[config.mk]
export PLATFORM = sky130hd
export DESIGN_NAME = mdio_mgmt_top
export DESIGN_NICKNAME = d
export VERILOG_FILES = /design/src/rtl/mdio_pkg.sv /design/src/rtl/mdio_clkgen.sv /design/src/rtl/mdio_shifter.sv /design/src/rtl/mdio_mgmt_top.sv
export SDC_FILE = /design/constraint.sdc
export NUM_CORES = 1
export LEC_CHECK = 0
export CORE_AREA = 2 2 114 116
export CTS_BUF_LIST = sky130_fd_sc_hd__clkbuf_4 sky130_fd_sc_hd__clkbuf_8
export DETAILED_ROUTE_END_ITERATION = 16
export DIE_AREA = 0 0 116 118
export HOLD_SLACK_MARGIN = 0.15
export PLACE_DENSITY = 0.78
export SLEW_MARGIN = 20
export SYNTH_ARGS = -nofsm -noshare
export SYNTH_HDL_FRONTEND = slang
export SYNTH_HIERARCHICAL = 1
export SYNTH_SLANG_ARGS = --single-unit
[constraint.sdc]
create_clock -name clk_i -period 2.7 [get_ports clk_i]
set_clock_uncertainty 0.15 [all_clocks]
set_input_delay 0.27 -clock clk_i [delete_from_list [all_inputs] [get_ports clk_i]]
set_output_delay 0.27 -clock clk_i [all_outputs]
set_load 0.02 [all_outputs]
[src/rtl/mdio_pkg.sv]
package mdio_pkg;
  localparam int BUS_W     = 32;
  localparam int DATA_W    = 16;
  localparam int PHY_W     = 5;
  localparam int REG_W     = 7;
  localparam int FREG_W    = 5;
  localparam int CODE_W    = 3;
  localparam int FRAME_LEN = 64;
  localparam int MAX_DIV   = 124;

  localparam int BUSY_BIT = 0;
  localparam int DIR_BIT  = 1;
  localparam int ABORT_BIT = 2;
  localparam int REG_LSB  = 4;
  localparam int PHY_LSB  = 12;
  localparam int CODE_LSB = 20;

  // non-monotonic divider table, reserved codes fall back to slowest
  function automatic int unsigned div_ratio(logic [CODE_W-1:0] code);
    case (code)
      3'd0:    return 42;
      3'd1:    return 62;
      3'd2:    return 16;
      3'd3:    return 26;
      3'd4:    return 102;
      default: return 124;
    endcase
  endfunction
endpackage

[src/rtl/mdio_clkgen.sv]
module mdio_clkgen
  import mdio_pkg::*;
#(
  parameter int CNT_W = $clog2(MAX_DIV / 2 + 1)
) (
  input  logic              clk_i,
  input  logic              rst_ni,
  input  logic              run_i,
  input  logic [CODE_W-1:0] code_i,
  output logic              mdc_o,
  output logic              rise_o,
  output logic              fall_o
);
  logic [CNT_W-1:0] cnt_q, half;
  logic             mdc_q, term;

  assign half = CNT_W'(div_ratio(code_i) >> 1);
  assign term = (cnt_q == half - 1'b1);

  always_ff @(posedge clk_i or negedge rst_ni) begin
    if (!rst_ni) begin
      cnt_q <= '0;
      mdc_q <= 1'b0;
    end else if (!run_i) begin
      cnt_q <= '0;
      mdc_q <= 1'b0;
    end else if (term) begin
      cnt_q <= '0;
      mdc_q <= ~mdc_q;
    end else begin
      cnt_q <= cnt_q + 1'b1;
    end
  end

  assign rise_o = run_i && term && !mdc_q;
  assign fall_o = run_i && term && mdc_q;
  assign mdc_o  = mdc_q && run_i;

  p_half_bound_r6: assert property (@(posedge clk_i) disable iff (!rst_ni)
    run_i |-> cnt_q < half);
endmodule

[src/rtl/mdio_shifter.sv]
module mdio_shifter
  import mdio_pkg::*;
#(
  parameter int LEN  = FRAME_LEN,
  parameter int DW   = DATA_W,
  parameter int PW   = PHY_W,
  parameter int RW   = FREG_W
) (
  input  logic          clk_i,
  input  logic          rst_ni,
  input  logic          start_i,
  input  logic          abort_i,
  input  logic          wr_i,
  input  logic [PW-1:0] phy_i,
  input  logic [RW-1:0] reg_i,
  input  logic [DW-1:0] wdata_i,
  input  logic          rise_i,
  input  logic          fall_i,
  input  logic          mdio_i,
  output logic          busy_o,
  output logic          mdio_o,
  output logic          oe_o,
  output logic          done_o,
  output logic [DW-1:0] rdata_o
);
  localparam int PRE_LEN = LEN - (6 + PW + RW + DW);
  localparam int IDX_W   = $clog2(LEN);
  localparam int TA_IDX  = LEN - DW - 2;
  localparam int DAT_IDX = LEN - DW;

  logic [LEN-1:0]   tx_q, frame;
  logic [IDX_W-1:0] idx_q;
  logic [DW-1:0]    rx_q;
  logic             busy_q, wr_q, last;

  assign frame = {{PRE_LEN{1'b1}}, 2'b01, wr_i ? 2'b01 : 2'b10, phy_i, reg_i,
                  wr_i ? 2'b10 : 2'b11, wr_i ? wdata_i : {DW{1'b1}}};
  assign last  = (idx_q == IDX_W'(LEN - 1));

  always_ff @(posedge clk_i or negedge rst_ni) begin
    if (!rst_ni) begin
      busy_q <= 1'b0;
      wr_q   <= 1'b0;
      tx_q   <= '1;
      idx_q  <= '0;
      rx_q   <= '0;
    end else if (abort_i) begin
      busy_q <= 1'b0;
    end else if (start_i) begin
      busy_q <= 1'b1;
      wr_q   <= wr_i;
      tx_q   <= frame;
      idx_q  <= '0;
      rx_q   <= '0;
    end else if (busy_q) begin
      if (fall_i) begin
        tx_q  <= {tx_q[LEN-2:0], 1'b1};
        idx_q <= idx_q + 1'b1;
        if (last) busy_q <= 1'b0;
      end
      if (rise_i && !wr_q && idx_q >= IDX_W'(DAT_IDX))
        rx_q <= {rx_q[DW-2:0], mdio_i};
    end
  end

  assign busy_o  = busy_q;
  assign done_o  = busy_q && fall_i && last;
  assign oe_o    = busy_q && (wr_q || idx_q < IDX_W'(TA_IDX));
  assign mdio_o  = busy_q ? tx_q[LEN-1] : 1'b1;
  assign rdata_o = rx_q;

  p_hold_while_high_r5: assert property (@(posedge clk_i) disable iff (!rst_ni)
    busy_q && !fall_i && !start_i && !abort_i |=> $stable(mdio_o) && $stable(oe_o));
endmodule

[src/rtl/mdio_mgmt_top.sv]
module mdio_mgmt_top
  import mdio_pkg::*;
#(
  parameter int                ADDR_W   = 3,
  parameter logic [ADDR_W-1:0] CMD_OFF  = 3'h0,
  parameter logic [ADDR_W-1:0] DATA_OFF = 3'h4,
  parameter logic [CODE_W-1:0] DEF_CODE = 3'd3
) (
  input  logic              clk_i,
  input  logic              rst_ni,
  input  logic              bus_sel_i,
  input  logic              bus_wr_i,
  input  logic [ADDR_W-1:0] bus_addr_i,
  input  logic [BUS_W-1:0]  bus_wdata_i,
  output logic [BUS_W-1:0]  bus_rdata_o,
  output logic              mdc_o,
  output logic              mdio_o,
  output logic              mdio_oe_o,
  input  logic              mdio_i
);
  localparam int BC_W = $clog2(FRAME_LEN * MAX_DIV + 1);

  logic              wr_q;
  logic [PHY_W-1:0]  phy_q;
  logic [REG_W-1:0]  reg_q;
  logic [CODE_W-1:0] code_q;
  logic [DATA_W-1:0] data_q, rx_data;
  logic              cmd_wr, data_wr, abort, start, busy, done, rise, fall;
  logic [BUS_W-1:0]  cmd_word;
  logic              unused_wdata;

  assign cmd_wr  = bus_sel_i && bus_wr_i && (bus_addr_i == CMD_OFF);
  assign data_wr = bus_sel_i && bus_wr_i && (bus_addr_i == DATA_OFF);
  assign abort   = cmd_wr && bus_wdata_i[ABORT_BIT];
  assign start   = cmd_wr && bus_wdata_i[BUSY_BIT] && !bus_wdata_i[ABORT_BIT] && !busy;
  assign unused_wdata = ^{bus_wdata_i[BUS_W-1:CODE_LSB+CODE_W],
                          bus_wdata_i[CODE_LSB-1:PHY_LSB+PHY_W],
                          bus_wdata_i[PHY_LSB-1:REG_LSB+REG_W],
                          bus_wdata_i[REG_LSB-1:ABORT_BIT+1]};

  always_ff @(posedge clk_i or negedge rst_ni) begin
    if (!rst_ni) begin
      wr_q   <= 1'b0;
      phy_q  <= '0;
      reg_q  <= '0;
      code_q <= DEF_CODE;
    end else if (abort) begin
      wr_q   <= 1'b0;
      phy_q  <= '0;
      reg_q  <= '0;
      code_q <= DEF_CODE;
    end else if (cmd_wr && !busy) begin
      wr_q   <= bus_wdata_i[DIR_BIT];
      phy_q  <= bus_wdata_i[PHY_LSB +: PHY_W];
      reg_q  <= bus_wdata_i[REG_LSB +: REG_W];
      code_q <= bus_wdata_i[CODE_LSB +: CODE_W];
    end
  end

  always_ff @(posedge clk_i or negedge rst_ni) begin
    if (!rst_ni)              data_q <= '0;
    else if (done && !wr_q)   data_q <= rx_data;
    else if (data_wr)         data_q <= bus_wdata_i[DATA_W-1:0];
  end

  always_comb begin
    cmd_word = '0;
    cmd_word[BUSY_BIT]               = busy;
    cmd_word[DIR_BIT]                = wr_q;
    cmd_word[REG_LSB +: REG_W]       = reg_q;
    cmd_word[PHY_LSB +: PHY_W]       = phy_q;
    cmd_word[CODE_LSB +: CODE_W]     = code_q;
    if (bus_addr_i == CMD_OFF)       bus_rdata_o = cmd_word;
    else if (bus_addr_i == DATA_OFF) bus_rdata_o = {{(BUS_W-DATA_W){1'b0}}, data_q};
    else                             bus_rdata_o = '0;
  end

  mdio_clkgen u_clkgen (
    .clk_i  (clk_i),
    .rst_ni (rst_ni),
    .run_i  (busy),
    .code_i (code_q),
    .mdc_o  (mdc_o),
    .rise_o (rise),
    .fall_o (fall)
  );

  mdio_shifter u_shifter (
    .clk_i   (clk_i),
    .rst_ni  (rst_ni),
    .start_i (start),
    .abort_i (abort),
    .wr_i    (bus_wdata_i[DIR_BIT]),
    .phy_i   (bus_wdata_i[PHY_LSB +: PHY_W]),
    .reg_i   (bus_wdata_i[REG_LSB +: FREG_W]),
    .wdata_i (data_q),
    .rise_i  (rise),
    .fall_i  (fall),
    .mdio_i  (mdio_i),
    .busy_o  (busy),
    .mdio_o  (mdio_o),
    .oe_o    (mdio_oe_o),
    .done_o  (done),
    .rdata_o (rx_data)
  );

  // busy-time watch for the bounded-completion property
  logic [BC_W-1:0] busy_cyc_q;
  always_ff @(posedge clk_i or negedge rst_ni) begin
    if (!rst_ni)   busy_cyc_q <= '0;
    else if (busy) busy_cyc_q <= busy_cyc_q + 1'b1;
    else           busy_cyc_q <= '0;
  end

  p_bounded_busy_r7: assert property (@(posedge clk_i) disable iff (!rst_ni)
    busy |-> busy_cyc_q < BC_W'(FRAME_LEN * MAX_DIV));
  p_mdc_idle_r5: assert property (@(posedge clk_i) disable iff (!rst_ni)
    !busy |-> !mdc_o);
  p_start_preamble_r3: assert property (@(posedge clk_i) disable iff (!rst_ni)
    $rose(busy) |-> mdio_oe_o && mdio_o);
  p_ignore_busy_r8: assert property (@(posedge clk_i) disable iff (!rst_ni)
    busy && cmd_wr && !bus_wdata_i[ABORT_BIT] && !done |=>
      busy && $stable({wr_q, phy_q, reg_q, code_q}));
  p_abort_r10: assert property (@(posedge clk_i) disable iff (!rst_ni)
    abort |=> !busy && !mdc_o && !mdio_oe_o);
endmodule

==> results of run 1 <==
## cell families after synthesis
| kind of cell | Yosys count | share of synthesized area [%] |
|---|---|---|
| flops | 127 | 50.4 |
| compound gates | 238 | 22.7 |
| buf+inv | 82 | 6.66 |
| fa+ha+maj | 2 | 0.387 |
| simple gates | 202 | 16.7 |
| mux | 16 | 2.53 |
| other cells | 1 | 0.0580 |
| xor+xnor | 4 | 0.542 |
## timing repair
item / in CTS / in global routing
resized for setup: 67 / 58
cloned: 1 / 0
setup endpoints to repair: 96 / 101
buffers inserted: 2 / 0
hold buffers: 1 / 0
endpoints found under the hold margin: 70 / 0
pin swaps: 4 / 5
## flip-flops by register name (all words and copies together) (netlist names), 3 cells and up
signal             cells
code_q                 3
data_q                16
phy_q                  5
reg_q                  7
u_clkgen/cnt_q         6
u_shifter/idx_q        6
u_shifter/rdata_o     16
u_shifter/tx_q        64
## through the flow
step / instances / TNS [ps]
after detailed placement: 882 / -7950
after floorplan: 683 / -3260
final: 917 / -6650
after global placement: 882 / -1990
after CTS: 917 / -2600
after global routing: 917 / -12800
## placed cells by master (no fill, tap or decap), types with 16 or more instances in the layout
master,n
o21ai_2,28
clkbuf_8,20
nand3_1,29
a221o_1,16
buf_4,37
nor2b_1,16
o21ai_0,65
a31oi_1,17
nor4_1,16
nor2_1,57
o21ai_1,55
dfrtp_1,61
nand2b_1,22
dfstp_2,66
clkdlybuf4s50_1,49
## layer usage
layer | vias up | track usage [%] | routed length (um)
met1 | 2816 | 34.4 | 7210
met2 | 187 | 41.3 | 8440
met3 | 38 | 5.41 | 910
met4 | 0 | 9.23 | 338
li1 | 2560 | - | -
met5 | - | 0 | 0
## worst max-delay path: stages, from the launching register on
cell	delay [ps]
dfstp_2	410
or4_4	560
a31oi_4	200
nor3_2	70
or3_4	380
nor2_4	120
nand3_2	90
or2_4	250
buf_4	160
a221o_1	320
## cell type report
cell class	count	share of cell area, %
inverters	13	0.616
flip-flops and latches	127	41.2
repair buffers	100	12.7
well taps	172	2.72
clock buffers	25	3.95
clock inverters	6	0.443
multi-input cells	474	38.4
## power by group through the flow
stage	logic, W	clock network (W)	registers (W)
3_3_place_gp	0.000624	0	0.00221
4_1_cts	0.000687	0.00149	0.00219
2_1_floorplan	0.000375	0	0.00218
5_1_grt	0.000752	0.00158	0.00221
6_report	0.000699	0.00146	0.00219
3_5_place_dp	0.000648	0	0.00221
## cell usage after synthesis (14+ instances only)
master    instances
nand2_1          14
nor2_1           64
o22ai_1          15
o21ai_1          16
nand3_1          29
clkbuf_1         30
o21ai_0         132
nand2b_1         22
dfrtp_1          61
a31oi_1          18
buf_2            19
nor2b_1          16
nor4_1           16
dfstp_2          66
a221o_1          16
## how the worst min path moves through the flow
stage | startpoint | to | slack (ps)
final | rst_ni | u_clkgen/cnt_q[4]$_DFF_PN0_ | 180
after global routing | rst_ni | data_q[2]$_DFFE_PN0P_ | 240
after CTS | rst_ni | wr_q$_DFFE_PN0P_ | 190
after detailed placement | rst_ni | u_clkgen/cnt_q[5]$_DFF_PN0_ | 120
after global placement | rst_ni | u_clkgen/cnt_q[4]$_DFF_PN0_ | 120
after floorplan | rst_ni | code_q[2]$_DFFE_PN0P_ | -180
==> run metrics, run 1 <==
fraction of registers with async set/reset 100%; first-pass GRT wire length ~28000 um; Post-route DRC 0; Final Cycle Share 104%; Sw Share about 28%; FILL cells 998; Final Hold Slack 184 ps; Place WS -147 ps; crit path capture u_shifter/rdata_o[1]$_DFFE_PN0P_; area of the multi-input gates 0.00304 mm2; post-synthesis sequential area ratio 50.4%; worst path required time roughly 2900 ps; Max Root-Sink Buffers 2; sw power around 0.0012 W; CTS sink cnt 127; area occupied by registers 0.00326 mm2; Pwr Density 549 mW/mm2; crit path from code_q[1]$_DFFE_PN1P_; #FFs+latches synth 127; core area ~0.012 mm2; synthesized area 0.00647 mm2; fin util 63.8%; CP Launch Type flip-flop; Post-Syn Area per Cell 9.62 um2; I/O Buffers 50; critical path class reg -> reg; type of the worst min-delay path in -> async; number of buffers created by CTS 17; H-tree depth 4; Slew Viols, Final 0; Initial Utilization 52.1%; Final min period 2810 ps; clk_lat worst skew 440 ps; WL/cell 18.4 um; worst-margin pin slew 695 ps; CP Max Fanout 7; Synth top area share a little over a quarter; failing checks negative setup slack; unrepaired setup endpoints after global routing true; P_leak 3.00 nW; Die Ht 118 um; vias in the first global route 5527; Clock power frac 33.5%; depth of the worst register-to-register path 9; YS warnings 6; IO Count 75; detailed placement HPWL around 11000 um; GPL Wtd Cong ~0.84; Max-Cap Viols 0; Root Buffer clkbuf_8; clk slew on worst S/H paths 60 ps; top post-synthesis cells by area dfstp_2, dfrtp_1, o21ai_0, nor2_1, a221o_1; DR vias/cell 6.11; maximum vdd drop about 0.3 mV; Achievable Freq 355 MHz; area grow syn2layout 22.4%; Site Rows 41; synth unique cells 55; Hold Vio Cnt, Final 0; R2R Setup Slk -110 ps; die area roughly 0.014 mm2; Tot Pwr 0.00435 W; initial antenna violation count 0; Reg-to-Reg End u_shifter/rdata_o[1]$_DFFE_PN0P_; CTS tree yes; EDFF count, synth 0; outcome finished, violations left; Final setup viols slightly below 100; cell area after layout 0.00792 mm2; largest net degree at the start of global routing 68; fraction of layout instances using a drive strength above 1 27.9%; r2r startpoint code_q[1]$_DFFE_PN1P_; Synth area leader dfstp_2; Die W about 120 um; grt total ovfl 0; power share of the combinational group approximately 16%; nets roughly 780; Tot GR Track Use 25.7%; arrival time worst endpoint ~3000 ps; n_diodes 0; dpl cell area 0.00730 mm2; Routed Antenna Nets 0; Vias 5601; Internal 0.00314 W; Worst Setup End Kind flip-flop; ys flop type dfstp_2; final worst slack -113 ps; Rel. slew slack approximately 54%; drt initial violations roughly 480; Seq pwr share approximately half; Routed WL 16900 um; Mapped Cells 672; Pre-antenna DRT Iters 7
Power figures use the tool's default switching activity.
==> run 2, diff against run 1 <==
CTS_BUF_LIST = sky130_fd_sc_hd__clkbuf_4   (was sky130_fd_sc_hd__clkbuf_4 sky130_fd_sc_hd__clkbuf_8)
SLEW_MARGIN = 5   (was 20)
==> run 2 against run 1 <==
Effect of this change:
- the run still ends with negative setup slack left
- non-clock buffer count increased by 7
- critical path depth increased by 1
- final area decreased by 0.25%
- largest power group unchanged
- via count increased by 1.6%
- critical endpoint is now u_shifter/tx_q[63]$_DFFE_PN1P_
- register-to-register slack improved by 30 ps
- critical path type unchanged
- total power decreased by 8.2%
- highest routed layer unchanged
- clock power decreased by 27%
- routed wire length increased by 1.6%
- first-iteration DRC count increased by 10%
- utilization decreased by 0.16 points
- count of clock-buffer cells in the layout decreased by 3
==> run metrics, run 2 (synthesis gave the netlist of run 1 again) <==
dpl cell area 0.00730 mm2 (unchanged); R2R Setup Slk -90 ps (+30 ps); core area 0.0124 mm2 (unchanged); Initial Utilization 52.1% (unchanged); Die W 116 um (unchanged); Final min period 2790 ps (-26.1 ps); Tot GR Track Use 25.8% (+0.079 points); Hold Vio Cnt, Final 0 (unchanged); Routed WL 17200 um (+1.6%); unrepaired setup endpoints after global routing true; critical path class reg -> reg; final cell count without fillers 924 (+0.76%); maximum vdd drop 0.407 mV (+39%); Slew Viols, Final 0 (unchanged); area grow syn2layout 22.1%; IO Count 75 (unchanged); arrival time worst endpoint 3100 ps (+110 ps); I/O Buffers 50 (unchanged); commonest non-fill, non-tap cells in the layout dfstp_2, o21ai_0, dfrtp_1; Vias 5692 (+1.6%); worst path required time 3020 ps (+150 ps); Final Cycle Share 103% (-0.97 points); first-pass GRT wire length 27900 um (+0.12%); final worst slack -86.9 ps (+26.1 ps); Die Ht 118 um (unchanged); Max-Cap Viols 0 (unchanged); Root Buffer clkbuf_4; Internal 0.00281 W (-10%); Buf+Inv Stages, Crit Path 2 (+1); Achievable Freq 359 MHz (+0.94%); outcome finished, violations left; P_leak 3.00 nW (-0.19%); Top reg by flops u_shifter/tx_q; sw power 0.00118 W (-2.3%); CTS sink cnt 127 (unchanged); CP Max Fanout 24 (+17); area of the multi-input gates 0.00305 mm2 (+0.54%); Place WS -147 ps (unchanged); number of buffers created by CTS 17 (unchanged); failing checks negative setup slack; drt initial violations 523 (+10%); Post-route DRC 0 (unchanged); CP Launch Type flip-flop; area occupied by registers 0.00326 mm2 (unchanged); die area 0.0137 mm2 (unchanged); largest net degree at the start of global routing 68 (unchanged); max reg flops 64 (unchanged); Sw Share 29.5% (+1.8 points); CTS tree yes; Site Rows 41 (unchanged); Pwr Density 505 mW/mm2 (-8.0%); Inst Count DP 882 (unchanged); Worst Setup End Kind flip-flop; Routed Antenna Nets 0 (unchanged); clk_lat worst skew 540 ps (+100 ps); vias in the first global route 5519 (-0.14%); Seq pwr share 54.7% (+4.3 points); type of the worst min-delay path in -> async; nets 782 (+0.90%); WL/cell 18.6 um (+0.80%); Pre-antenna DRT Iters 6 (-1); CP top delay family simple AND/OR/NAND/NOR gates; H-tree depth 4 (unchanged); Crit-path slowest cell or4_4; Tot Pwr 0.00399 W (-8.2%); most common cell after layout, fill and taps aside dfstp_2; power share of the combinational group 18.7% (+2.6 points); n_diodes 0 (unchanged); CP max stage delay 550 ps (about the same); fraction of layout instances using a drive strength above 1 28.2% (+0.27 points); DR vias/cell 6.16 (+0.85%); Final setup viols 92 (-6.1%); FILL cells 1014 (+1.6%); clk slew on worst S/H paths 100 ps (+40 ps); initial antenna violation count 0 (unchanged); cells along the critical path or4_4 > a31oi_4 > nor3_2 > or3_4 > nor2_4 > buf_6 > a21oi_4 > or2_4 > buf_16 > o21ai_1; Clock power frac 26.6% (-6.9 points); detailed placement HPWL 10700 um (unchanged); Max Root-Sink Buffers 2 (unchanged); grt total ovfl 0 (unchanged); Rel. slew slack 53.3% (-0.19 points); worst-margin pin slew 698 ps (+2.80 ps); cell area after layout 0.00790 mm2 (-0.25%); GPL Wtd Cong 0.843 (unchanged)
## run 2: cell types whose count changed in the layout (fill, tap and decap cells not counted), moves of 2 or more
cell / change
buf_12: +2
buf_4: +2
clkbuf_4: +17
clkbuf_8: -20
clkinv_1: +3
dlygate4sd3_1: +2
o21ai_1: +3
o21ai_2: -2
## run 2: path summary, 6_finish.rpt
path,start,end,cells past startpoint
max in group asynchronous,rst_ni,u_shifter/tx_q[39]$_DFFE_PN1P_,3
setup / recovery,code_q[1]$_DFFE_PN1P_,u_shifter/tx_q[63]$_DFFE_PN1P_,10
min in group clk_i,bus_wdata_i[11],data_q[11]$_DFFE_PN0P_,3
setup reg to reg,code_q[1]$_DFFE_PN1P_,u_shifter/tx_q[63]$_DFFE_PN1P_,10
hold / removal,rst_ni,code_q[0]$_DFFE_PN1P_,2
hold reg to reg,u_shifter/tx_q[31]$_DFFE_PN1P_,u_shifter/tx_q[31]$_DFFE_PN1P_,2
## run 2: stage by stage
stage	hold slack, ps	utilization [%]	TNS [ps]
after floorplan	-176	-	-3260
after global placement	117	58.8	-1990
after detailed placement	121	58.8	-7950
after CTS	153	62.4	-4090
after global routing	178	63.6	-11940
final	198	63.6	-4750
## run 2: power by group through the flow
stage          sequential [W]  clock [W]  combinational, W
2_1_floorplan         0.00218          0          0.000375
3_3_place_gp          0.00221          0          0.000624
3_5_place_dp          0.00221          0          0.000648
4_1_cts               0.00218    0.00110          0.000718
5_1_grt               0.00220    0.00118          0.000796
6_report              0.00218    0.00106          0.000744
## run 2: cell type report
| class | instances | area share (%) |
|---|---|---|
| clock buffer | 22 | 2.09 |
| clock inverter | 9 | 0.586 |
| inverter | 13 | 0.618 |
| multi-input combinational | 474 | 38.7 |
| sequential | 127 | 41.3 |
| tap | 172 | 2.73 |
| timing repair buffer | 107 | 14.0 |
## run 2: worst reg2reg max path, stage by stage, from the launching register on
cell and delay [ps]:
dfstp_2 400, or4_4 550, a31oi_4 180, nor3_2 70
or3_4 380, nor2_4 170, buf_6 120, a21oi_4 70
or2_4 290, buf_16 190, o21ai_1 160
## run 2: per-layer routing
metal | up-vias | global-route usage [%] | part of all wire, %
li1 | 2579 | - | -
met1 | 2848 | 34.7 | 42
met2 | 232 | 41.7 | 50
met3 | 33 | 5.46 | 6.2
met4 | 0 | 8.18 | 1.7
met5 | - | 0 | 0
## run 2: what timing repair did
action,CTS,global route
setup endpoints to repair,96,102
cloned,1,1
buffers inserted,4,1
pin swaps,10,9
resized for setup,88,44
hold endpoints to repair,72,0
hold buffers,4,0
==> run 3, diff against run 2 <==
CAP_MARGIN = 15   (was default)
==> results of run 3 <==
No change in the layout: final DEF, timing and power equal those of run 2.
